### src/rtl/bfx_pkg.sv
package bfx_pkg;

  typedef enum logic [1:0] {
    OP_SIGN_FILL = 2'b00,
    OP_ZERO_FILL = 2'b01,
    OP_PAIR      = 2'b10,
    OP_RESERVED  = 2'b11
  } bfxOp_e;

  // Strobes from control to datapath / output stage
  typedef struct packed {
    logic selSign;
    logic selZero;
    logic selPair;
    logic capture;
  } bfxStrobes_t;

endpackage

### src/rtl/bfx_ctrl.sv
module bfx_ctrl
  import bfx_pkg::*;
#(
  parameter bit REG_OUT = 1'b1
) (
  input  logic        clk,
  input  logic        rstN,
  input  logic        inValid,
  input  logic [1:0]  opSel,
  output bfxStrobes_t strobes,
  output logic        validOut
);

  always_comb begin
    strobes         = '0;
    strobes.capture = inValid;
    case (bfxOp_e'(opSel))
      OP_SIGN_FILL: strobes.selSign = 1'b1;
      OP_ZERO_FILL: strobes.selZero = 1'b1;
      OP_PAIR:      strobes.selPair = 1'b1;
      default:      ;
    endcase
  end

  generate
    if (REG_OUT) begin : g_regValid
      logic validQ;
      always_ff @(posedge clk or negedge rstN) begin
        if (!rstN) validQ <= 1'b0;
        else       validQ <= inValid;
      end
      assign validOut = validQ;

      // valid pipeline is exactly one stage
      a_r8_valid_follows: assert property (@(posedge clk) disable iff (!rstN)
        inValid |=> validOut);
      a_r8_valid_drops: assert property (@(posedge clk) disable iff (!rstN)
        !inValid |=> !validOut);
    end else begin : g_combValid
      assign validOut = inValid;
    end
  endgenerate

  // At most one mode select is active
  a_r7_one_mode: assert property (@(posedge clk) disable iff (!rstN)
    $onehot0({strobes.selSign, strobes.selZero, strobes.selPair}));

endmodule

### src/rtl/bfx_datapath.sv
module bfx_datapath
  import bfx_pkg::*;
#(
  parameter int DATA_W = 32,
  localparam int POS_W = $clog2(DATA_W)
) (
  input  bfxStrobes_t       strobes,
  input  logic [DATA_W-1:0] srcA,
  input  logic [DATA_W-1:0] srcB,
  input  logic [POS_W-1:0]  fieldPos,
  input  logic [POS_W-1:0]  fieldWidth,
  output logic [DATA_W-1:0] resultNext
);

  localparam int PAIR_W = 2 * DATA_W;

  logic [DATA_W-1:0] shiftedA;
  logic [DATA_W-1:0] fieldMask;
  logic [DATA_W-1:0] fieldBits;
  logic              fillBit;
  logic [DATA_W-1:0] signFilled;
  logic [PAIR_W-1:0] pairShifted;
  logic [DATA_W-1:0] pairWindow;

  // Single-operand path: right shift, then mask to the field length.
  // Bits shifted in from above bit DATA_W-1 are zero, so an overrunning
  // field reads zeros at its top (and fills with zero in sign mode).
  assign shiftedA  = srcA >> fieldPos;
  assign fieldMask = (DATA_W'(1) << fieldWidth) - DATA_W'(1);
  assign fieldBits = shiftedA & fieldMask;

  always_comb begin
    if (fieldWidth == '0) fillBit = 1'b0;
    else                  fillBit = fieldBits[fieldWidth - POS_W'(1)];
  end

  assign signFilled = fieldBits | ({DATA_W{fillBit}} & ~fieldMask);

  // Pair path: one funnel shift of the concatenated operands
  assign pairShifted = {srcA, srcB} >> fieldPos;
  assign pairWindow  = pairShifted[DATA_W-1:0];

  always_comb begin
    resultNext = '0;
    if (strobes.selSign)      resultNext = signFilled;
    else if (strobes.selZero) resultNext = fieldBits;
    else if (strobes.selPair) resultNext = pairWindow;
  end

endmodule

### src/rtl/bitfield_extract.sv
module bitfield_extract
  import bfx_pkg::*;
#(
  parameter int DATA_W  = 32,
  parameter bit REG_OUT = 1'b1,
  localparam int POS_W  = $clog2(DATA_W)
) (
  input  logic              clk,
  input  logic              rstN,
  input  logic              inValid,
  input  logic [1:0]        opSel,
  input  logic [DATA_W-1:0] srcA,
  input  logic [DATA_W-1:0] srcB,
  input  logic [POS_W-1:0]  fieldPos,
  input  logic [POS_W-1:0]  fieldWidth,
  output logic              outValid,
  output logic [DATA_W-1:0] outResult
);

  bfxStrobes_t       strobes;
  logic [DATA_W-1:0] resultNext;

  bfx_ctrl #(.REG_OUT(REG_OUT)) u_ctrl (
    .clk      (clk),
    .rstN     (rstN),
    .inValid  (inValid),
    .opSel    (opSel),
    .strobes  (strobes),
    .validOut (outValid)
  );

  bfx_datapath #(.DATA_W(DATA_W)) u_dp (
    .strobes    (strobes),
    .srcA       (srcA),
    .srcB       (srcB),
    .fieldPos   (fieldPos),
    .fieldWidth (fieldWidth),
    .resultNext (resultNext)
  );

  generate
    if (REG_OUT) begin : g_regResult
      logic [DATA_W-1:0] resultQ;
      always_ff @(posedge clk or negedge rstN) begin
        if (!rstN)                resultQ <= '0;
        else if (strobes.capture) resultQ <= resultNext;
      end
      assign outResult = resultQ;

      a_r9_hold_idle: assert property (@(posedge clk) disable iff (!rstN)
        !inValid |=> $stable(outResult));
      a_r7_reserved_zero: assert property (@(posedge clk) disable iff (!rstN)
        (inValid && opSel == 2'b11) |=> (outResult == '0));
      a_r4_zero_width: assert property (@(posedge clk) disable iff (!rstN)
        (inValid && !opSel[1] && fieldWidth == '0) |=> (outResult == '0));
      a_r2_upper_clear: assert property (@(posedge clk) disable iff (!rstN)
        (inValid && opSel == 2'b01) |=> ((outResult >> $past(fieldWidth)) == '0));
      a_r6_pair_pos0: assert property (@(posedge clk) disable iff (!rstN)
        (inValid && opSel == 2'b10 && fieldPos == '0) |=> (outResult == $past(srcB)));
      a_r5_overrun_no_fill: assert property (@(posedge clk) disable iff (!rstN)
        (inValid && opSel == 2'b00 && fieldWidth != '0 &&
         ({1'b0, fieldPos} + {1'b0, fieldWidth}) > (POS_W+1)'(DATA_W))
        |=> !outResult[DATA_W-1]);
    end else begin : g_combResult
      assign outResult = resultNext;
    end
  endgenerate

endmodule

### config.mk
export PLATFORM = sky130hd
export DESIGN_NAME = bitfield_extract
export DESIGN_NICKNAME = d
export VERILOG_FILES = /design/src/rtl/bfx_pkg.sv /design/src/rtl/bfx_ctrl.sv /design/src/rtl/bfx_datapath.sv /design/src/rtl/bitfield_extract.sv
export SDC_FILE = /design/constraint.sdc
export NUM_CORES = 1
export LEC_CHECK = 0
export CORE_AREA = 10 10 168 139
export DETAILED_ROUTE_END_ITERATION = 8
export DIE_AREA = 0 0 178 149
export SLEW_MARGIN = 25
export SYNTH_ARGS = -nofsm -noshare
export SYNTH_HDL_FRONTEND = slang
export SYNTH_SLANG_ARGS = --single-unit
### constraint.sdc
create_clock -name clk -period 1.2 [get_ports clk]
set_clock_uncertainty 0.1 [all_clocks]
set_input_delay 0.24 -clock clk [delete_from_list [all_inputs] [get_ports clk]]
set_output_delay 0.24 -clock clk [all_outputs]
set_load 0.01 [all_outputs]
==> impl_results.md, run 1 <==
- RD Place Congestion: 1.04
- Minimum clock period after layout: 3.25 ns
- Number of iterations in the first detailed-routing pass: 5
- Largest incremental delay on the critical path: 0.32 ns
- Run status: complete, but fails checks
- Synth Instances: 1025
- Total leakage power: 5.97 nW
- Number of antenna cells inserted: 0
- Post-route DRC: 0
- Die Height: 149 µm
- Top-level I/O count: 112
- Number of global-route vias before repair: 10526
- Number of endpoints with negative hold slack in the final report: 0
- Floorplan core area: 0.0202 mm²
- Endpoint type of the worst setup path: register
- TritonCTS sink count: 33
- Final Net Count: 1610
- Data required, critical path: 1.32 ns
- Critical path class: primary input to register
- Number of distinct library cells after synthesis: 88
- Share of synthesized registers carrying an async set or reset: 1.00
- Max rail drop VDD: 0.000726 V
- Aggregate routed wire length: 40200 µm
- Clock latency at the later pin of the worst-skew pair: 0.28 ns
- Peak-usage layer in the global routing report: met2
- Largest net degree at the start of global routing: 40
- Area fraction of the dominant cell type after synthesis: 0.166
- Post-synth top flop: sky130_fd_sc_hd__dfrtp_1
- Initial core utilization: 0.390
- Routed vias/inst: 6.06
- Post-detailed-route wirelength per cell: 22.4 µm
- Cell types occupying the most area after synthesis: sky130_fd_sc_hd__mux4_2, sky130_fd_sc_hd__dfrtp_1, sky130_fd_sc_hd__mux2i_1, sky130_fd_sc_hd__nand2_1, sky130_fd_sc_hd__nor2_1
- Sequential element share of the synthesized area: 0.105
- Max-cap violation count: 0
- Clock buffers created by TritonCTS: 5
- Vias: 10872
- Antenna viol nets, final: 0
- Yosys warns: 0
- Violations in the final reports: negative setup slack
- Fraction of the cycle the final worst path needs: 2.71
- Final Worst Setup Slack: -2.05 ns
- Maximum achievable frequency: 308 MHz
- Post-synth top cells: sky130_fd_sc_hd__nand2_1, sky130_fd_sc_hd__nor2_1, sky130_fd_sc_hd__o21ai_0
- Root Driver: sky130_fd_sc_hd__clkbuf_16
- Die outline area: 0.0265 mm²
- Worst setup SP type: primary input
- Final-report max-slew violation count: 0
- Die Width: 178 µm
- Post-detailed-placement half-perimeter wirelength: 32100 µm
- Most used standard cell by instance count after synthesis: sky130_fd_sc_hd__nand2_1
- Netlist area before placement: 0.00787 mm²
- Master of the slowest instance on the critical path: sky130_fd_sc_hd__o31ai_4
- Sum of overflow across all layers after global routing: 0
- Share of cells above drive strength 1: 0.488
- Final-report setup violation count: 32
- Number of synthesized flops with an enable pin: 0
- Met2 Resource Use GR: 0.446
- Fill cell count: 1734
- Worst hold slack: 0.229 ns
- Syn nets: 1110
- Number of antenna violations at the first check in global routing: 0
- Maximum fanout along the worst path: 6
- CTS H-tree depth: 2
- Detailed router's first-iteration violation count: 1454
- First-pass GRT wire length: 61700 µm
- Average cell area after synthesis: 7.68 µm²
- Bufs on Longest Clock Path: 2
- Met3 track utilization from global routing: 0.0425
- Pwr Density: 721 mW/mm²
- Crit path cell chain: dlygate4sd2_1 > buf_6 > nor4b_4 > inv_2 > ha_4 > buf_4 > o311a_1 > a31oi_2 > nand3_2 > nor4_4 > a2111oi_4 > o31ai_4 > o21ai_4 > buf_6 > buf_4 > o311ai_2 > o21a_1
- Clock slew at reported path FFs: 0.06 ns
- Met1 global-route usage: 0.423
- RSZ-0062 raised after global routing: true
- CTS tree: done
- Number of flip-flops and latches in the synthesized netlist: 33
- Overall Global Routing Usage: 0.292
- Synth area leader: sky130_fd_sc_hd__mux4_2
- Worst slew pin tran: 0.739 ns
- Worst endpoint data arrival time: 3.37 ns
- Number of rows in the core area: 47
- Max transition margin: 0.505
- Area growth from synthesis to layout: 71.1%
- Classification of the worst-slack hold path: primary input to async pin
- Worst slack, placed: -3.03 ns
- Buffers added on ports: 111
-- flip-flops by register name (all words and copies together) (netlist names) --
signal and flops:
outResult 32, u_ctrl.validOut 1
-- metrics by stage --
stage	power [mW]	TNS [ns]	utilization	cell area [µm²]	cells
after floorplan	4.17	-68.80	-	8060	1025
after global placement	7.44	-93.27	0.605	12200	1736
after detailed placement	7.46	-93.36	0.605	12200	1736
after CTS	9.30	-62.03	0.647	13000	1781
after global routing	10.2	-65.18	0.668	13500	1795
final	9.71	-61.79	0.668	13500	1795
-- cells by family after synthesis --
family / share of synthesized area
mux: 0.291
buf+inv: 0.0629
compound gates: 0.282
simple gates: 0.238
xor+xnor: 0.0111
fa+ha+maj: 0.00954
flops: 0.105
-- worst max-delay path, delay by kind of cell --
kind / cells / cell delay (ns)
compound gates: 7 / 1.26
buf+inv: 6 / 0.93
simple gates: 3 / 0.73
fa+ha+maj: 1 / 0.19
-- final cells by class --
type | instances | area (µm²) | share of cell area
clock buffer | 7 | 143 | 0.0106
clock inverter | 1 | 30.0 | 0.00223
inverter | 15 | 71.3 | 0.00530
multi-input combinational | 881 | 7210 | 0.535
sequential | 33 | 826 | 0.0613
tap | 269 | 337 | 0.0250
timing repair buffer | 589 | 4850 | 0.360
-- where the power goes --
| part | switching (mW) | internal, mW |
|---|---|---|
| Clock | 0.486 | 1.04 |
| Combinational | 3.35 | 3.46 |
| Sequential | 0.101 | 1.28 |
-- what timing repair did --
action	in CTS	in global routing
gates cloned	6	0
setup buffers	32	17
hold buffers	0	0
resized for setup	280	71
endpoints found under the setup margin	65	34
pin swaps	33	45
-- cells in the final DEF, fill, tap and decap left out, types with 6 or more instances in the layout --
master,Yosys,routed
sky130_fd_sc_hd__dlygate4sd2_1,0,17
sky130_fd_sc_hd__a211oi_1,19,15
sky130_fd_sc_hd__o211ai_1,12,12
sky130_fd_sc_hd__dfrtp_1,33,33
sky130_fd_sc_hd__a31oi_1,14,13
sky130_fd_sc_hd__and3_1,7,7
sky130_fd_sc_hd__nor2_1,116,107
sky130_fd_sc_hd__inv_1,14,10
sky130_fd_sc_hd__o21ai_1,4,8
sky130_fd_sc_hd__buf_6,2,23
sky130_fd_sc_hd__o22ai_1,18,17
sky130_fd_sc_hd__mux2_2,34,29
sky130_fd_sc_hd__mux4_2,58,58
sky130_fd_sc_hd__nand3_1,24,22
sky130_fd_sc_hd__a21o_1,8,8
sky130_fd_sc_hd__nor3_1,20,16
sky130_fd_sc_hd__buf_2,24,37
sky130_fd_sc_hd__o21a_1,10,10
sky130_fd_sc_hd__nand4_1,6,6
sky130_fd_sc_hd__and2_1,6,6
sky130_fd_sc_hd__mux2i_1,60,54
sky130_fd_sc_hd__a21oi_1,60,50
sky130_fd_sc_hd__or2_2,16,14
sky130_fd_sc_hd__or3_1,10,8
sky130_fd_sc_hd__nor2b_1,12,10
sky130_fd_sc_hd__clkdlybuf4s50_1,0,48
sky130_fd_sc_hd__a21oi_2,1,11
sky130_fd_sc_hd__nand2b_1,17,13
sky130_fd_sc_hd__o221ai_1,9,7
sky130_fd_sc_hd__o21ai_2,1,7
sky130_fd_sc_hd__nand2_1,130,129
sky130_fd_sc_hd__nor2_2,0,6
sky130_fd_sc_hd__o21ai_0,64,51
sky130_fd_sc_hd__buf_4,9,440
sky130_fd_sc_hd__buf_12,0,10
sky130_fd_sc_hd__o22a_1,9,9
-- layer usage --
layer	up-vias	share of wire
li1	4960	-
met1	5241	0.45
met2	613	0.44
met3	58	0.092
met4	0	0.023
met5	-	0
-- final timing paths --
check                              start            end  slack [ns]  depth (start not counted)
setup reg to reg            outResult[7]   outResult[7]        0.04                          4
max in group asynchronous           rstN   outResult[2]        0.59                          2
min in group clk           outResult[18]  outResult[18]        0.42                          2
setup / recovery           fieldWidth[4]   outResult[5]       -2.05                         17
hold / removal                      rstN  outResult[15]        0.23                          2
hold reg to reg            outResult[18]  outResult[18]        0.42                          2
Power figures use the tool's default switching activity.
==> inputs of run 2 (changes only) <==
--- a/config.mk
+++ b/config.mk
@@ -5,9 +5,9 @@
 export SDC_FILE = /design/constraint.sdc
 export NUM_CORES = 1
 export LEC_CHECK = 0
-export CORE_AREA = 10 10 168 139
+export CORE_AREA = 4 4 162 133
 export DETAILED_ROUTE_END_ITERATION = 8
-export DIE_AREA = 0 0 178 149
+export DIE_AREA = 0 0 166 137
 export SLEW_MARGIN = 25
 export SYNTH_ARGS = -nofsm -noshare
 export SYNTH_HDL_FRONTEND = slang
==> impl_results.md, run 2 (synthesis gave the netlist of run 1 again) <==
- Post-route DRC: 0
- Overall Global Routing Usage: 0.328
- Capture instance of the worst register-to-register path: outResult[7]
- R2R Path Start: outResult[7]
- Largest net degree at the start of global routing: 42
- Buffers added on ports: 111
- Largest incremental delay on the critical path: 0.33 ns
- Minimum clock period after layout: 3.39 ns
- Total leakage power: 5.97 nW
- Critical path class: primary input to register
- First-pass GRT wire length: 58900 µm
- Clock latency at the later pin of the worst-skew pair: 0.27 ns
- Path depth of the worst reg2reg path: 4
- Final-report max-slew violation count: 0
- Maximum fanout along the worst path: 8
- Worst slew pin tran: 0.663 ns
- Final standard cell utilization of the core: 0.687
- Number of global-route vias before repair: 10236
- RD Place Congestion: 1.10
- Worst setup SP type: primary input
- Top-level I/O count: 112
- Number of endpoints with negative hold slack in the final report: 0
- Fill cell count: 1697
- Final Net Count: 1618
- Detailed router's first-iteration violation count: 1293
- Antenna viol nets, final: 0
- Endpoint type of the worst setup path: register
- Max-cap violation count: 0
- Floorplan core area: 0.0197 mm²
- Post-route non-filler standard cell count: 1798
- Post-detailed-placement half-perimeter wirelength: 30800 µm
- Routed vias/inst: 5.97
- Die Height: 137 µm
- Number of antenna violations at the first check in global routing: 0
- CTS H-tree depth: 2
- Most frequent cells in the layout: sky130_fd_sc_hd__buf_4, sky130_fd_sc_hd__nand2_1, sky130_fd_sc_hd__nor2_1, sky130_fd_sc_hd__mux4_2, sky130_fd_sc_hd__mux2i_1
- Root Driver: sky130_fd_sc_hd__clkbuf_16
- Data required, critical path: 1.28 ns
- Max rail drop VDD: 0.000784 V
- Flip-flop count of the largest register after layout: 32
- Run status: complete, but fails checks
- Master of the slowest instance on the critical path: sky130_fd_sc_hd__o31ai_4
- Leading cell type in the layout, fill and taps excluded: sky130_fd_sc_hd__buf_4
- TritonCTS sink count: 33
- Final Worst Setup Slack: -2.19 ns
- Clock slew at reported path FFs: 0.05 ns
- RSZ-0062 raised after global routing: true
- Crit path cell chain: buf_12 > inv_8 > buf_6 > ha_4 > nor4b_4 > inv_2 > ha_4 > o311ai_4 > buf_6 > nor3_4 > buf_6 > buf_4 > a21o_1 > a211oi_4 > a2111oi_4 > o31ai_4 > o21ai_4 > buf_6 > o31a_1 > a31oi_1
- Max transition margin: 0.552
- Share of cells above drive strength 1: 0.493
- Reg-to-reg setup timing slack: 0.03 ns
- Number of antenna cells inserted: 0
- Clock buffers created by TritonCTS: 5
- CTS tree: done
- Most common cell on crit path: sky130_fd_sc_hd__buf_6
- Fraction of the cycle the final worst path needs: 2.83
- Pwr Density: 693 mW/mm²
- Area growth from synthesis to layout: 72.2%
- Total of hold buffers inserted after clock tree synthesis: 0
- Placed cell count: 1717
- Maximum achievable frequency: 295 MHz
- Violations in the final reports: negative setup slack
- Bufs on Longest Clock Path: 2
- Vias: 10726
- Finished layout cell area: 0.0136 mm²
- Worst endpoint data arrival time: 3.48 ns
- Die outline area: 0.0227 mm²
- Initial core utilization: 0.399
- Post-detailed-route wirelength per cell: 21.8 µm
- Number of iterations in the first detailed-routing pass: 6
- Sum of overflow across all layers after global routing: 0
- Aggregate routed wire length: 39200 µm
- Number of rows in the core area: 46
- Final-report setup violation count: 32
- PnR Total Power: 9.40 mW
- Die Width: 166 µm
- Total cell area at the placement stage: 0.0122 mm²
- Classification of the worst-slack hold path: primary input to async pin
==> run 2: changes by cell type in the layout (fill, tap and decap cells not counted), moves of 4 or more <==
cell / delta
sky130_fd_sc_hd__o21ai_2: +4
sky130_fd_sc_hd__dlygate4sd2_1: -4
sky130_fd_sc_hd__clkbuf_16: +5
sky130_fd_sc_hd__nor4_1: +4
sky130_fd_sc_hd__nor4_2: -5
sky130_fd_sc_hd__nand2b_4: -4
sky130_fd_sc_hd__clkdlybuf4s50_1: +5
sky130_fd_sc_hd__mux2_4: -4
sky130_fd_sc_hd__mux2_2: +4
==> run 2: metal layers <==
metal / share of wire / GRT usage
met1: 0.45 / 0.481
met4: 0.033 / 0.0944
met2: 0.43 / 0.498
met5: 0 / 0
met3: 0.088 / 0.0543
==> run 2: worst max-delay path by stage <==
| stage | to | from | cells after the start |
|---|---|---|---|
| global placement | outResult[4] | fieldWidth[0] | 15 |
| finish | outResult[12] | fieldWidth[1] | 20 |
| CTS | outResult[12] | fieldWidth[1] | 17 |
| global route | outResult[12] | fieldWidth[1] | 20 |
| floorplan | outResult[28] | fieldWidth[0] | 19 |
| detailed placement | outResult[4] | fieldWidth[1] | 19 |
==> run 2: through the flow <==
step | hold WS [ns] | setup WS (ns) | setup TNS (ns)
floorplan | -0.156 | -2.30 | -68.80
CTS | 0.243 | -2.09 | -63.76
detailed placement | 0.407 | -3.10 | -93.56
finish | 0.238 | -2.19 | -64.56
global route | 0.245 | -2.21 | -67.20
global placement | 0.394 | -3.14 | -94.03
==> run 2: area by class of cell <==
cell class / instances / area [µm²] / share of cell area
Clock inverter: 2 / 10.0 / 0.000738
Multi-Input combinational cell: 881 / 7200 / 0.531
Tap cell: 264 / 330 / 0.0244
Sequential cell: 33 / 826 / 0.0609
Inverter: 15 / 71.3 / 0.00526
Clock buffer: 6 / 129 / 0.00951
Timing Repair Buffer: 597 / 5000 / 0.368
==> run 2: repair_timing <==
| item | in CTS | in global routing |
|---|---|---|
| buffers inserted | 56 | 19 |
| setup endpoints to repair | 65 | 33 |
| resized for setup | 272 | 64 |
| pin swaps | 49 | 40 |
| cloned | 3 | 7 |
==> run 2: critical path: cells and delay by family <==
| kind | cells | cell delay, ns |
|---|---|---|
| compound gates | 8 | 1.62 |
| fa+ha+maj | 2 | 0.38 |
| buf+inv | 8 | 0.92 |
| simple gates | 2 | 0.30 |
==> run 2: report_power, final <==
group	internal [mW]	leakage (nW)	total (mW)	switching, mW
Clock	0.760	0.0706	1.20	0.442
Combinational	3.49	5.51	6.83	3.34
Sequential	1.28	0.397	1.37	0.0922
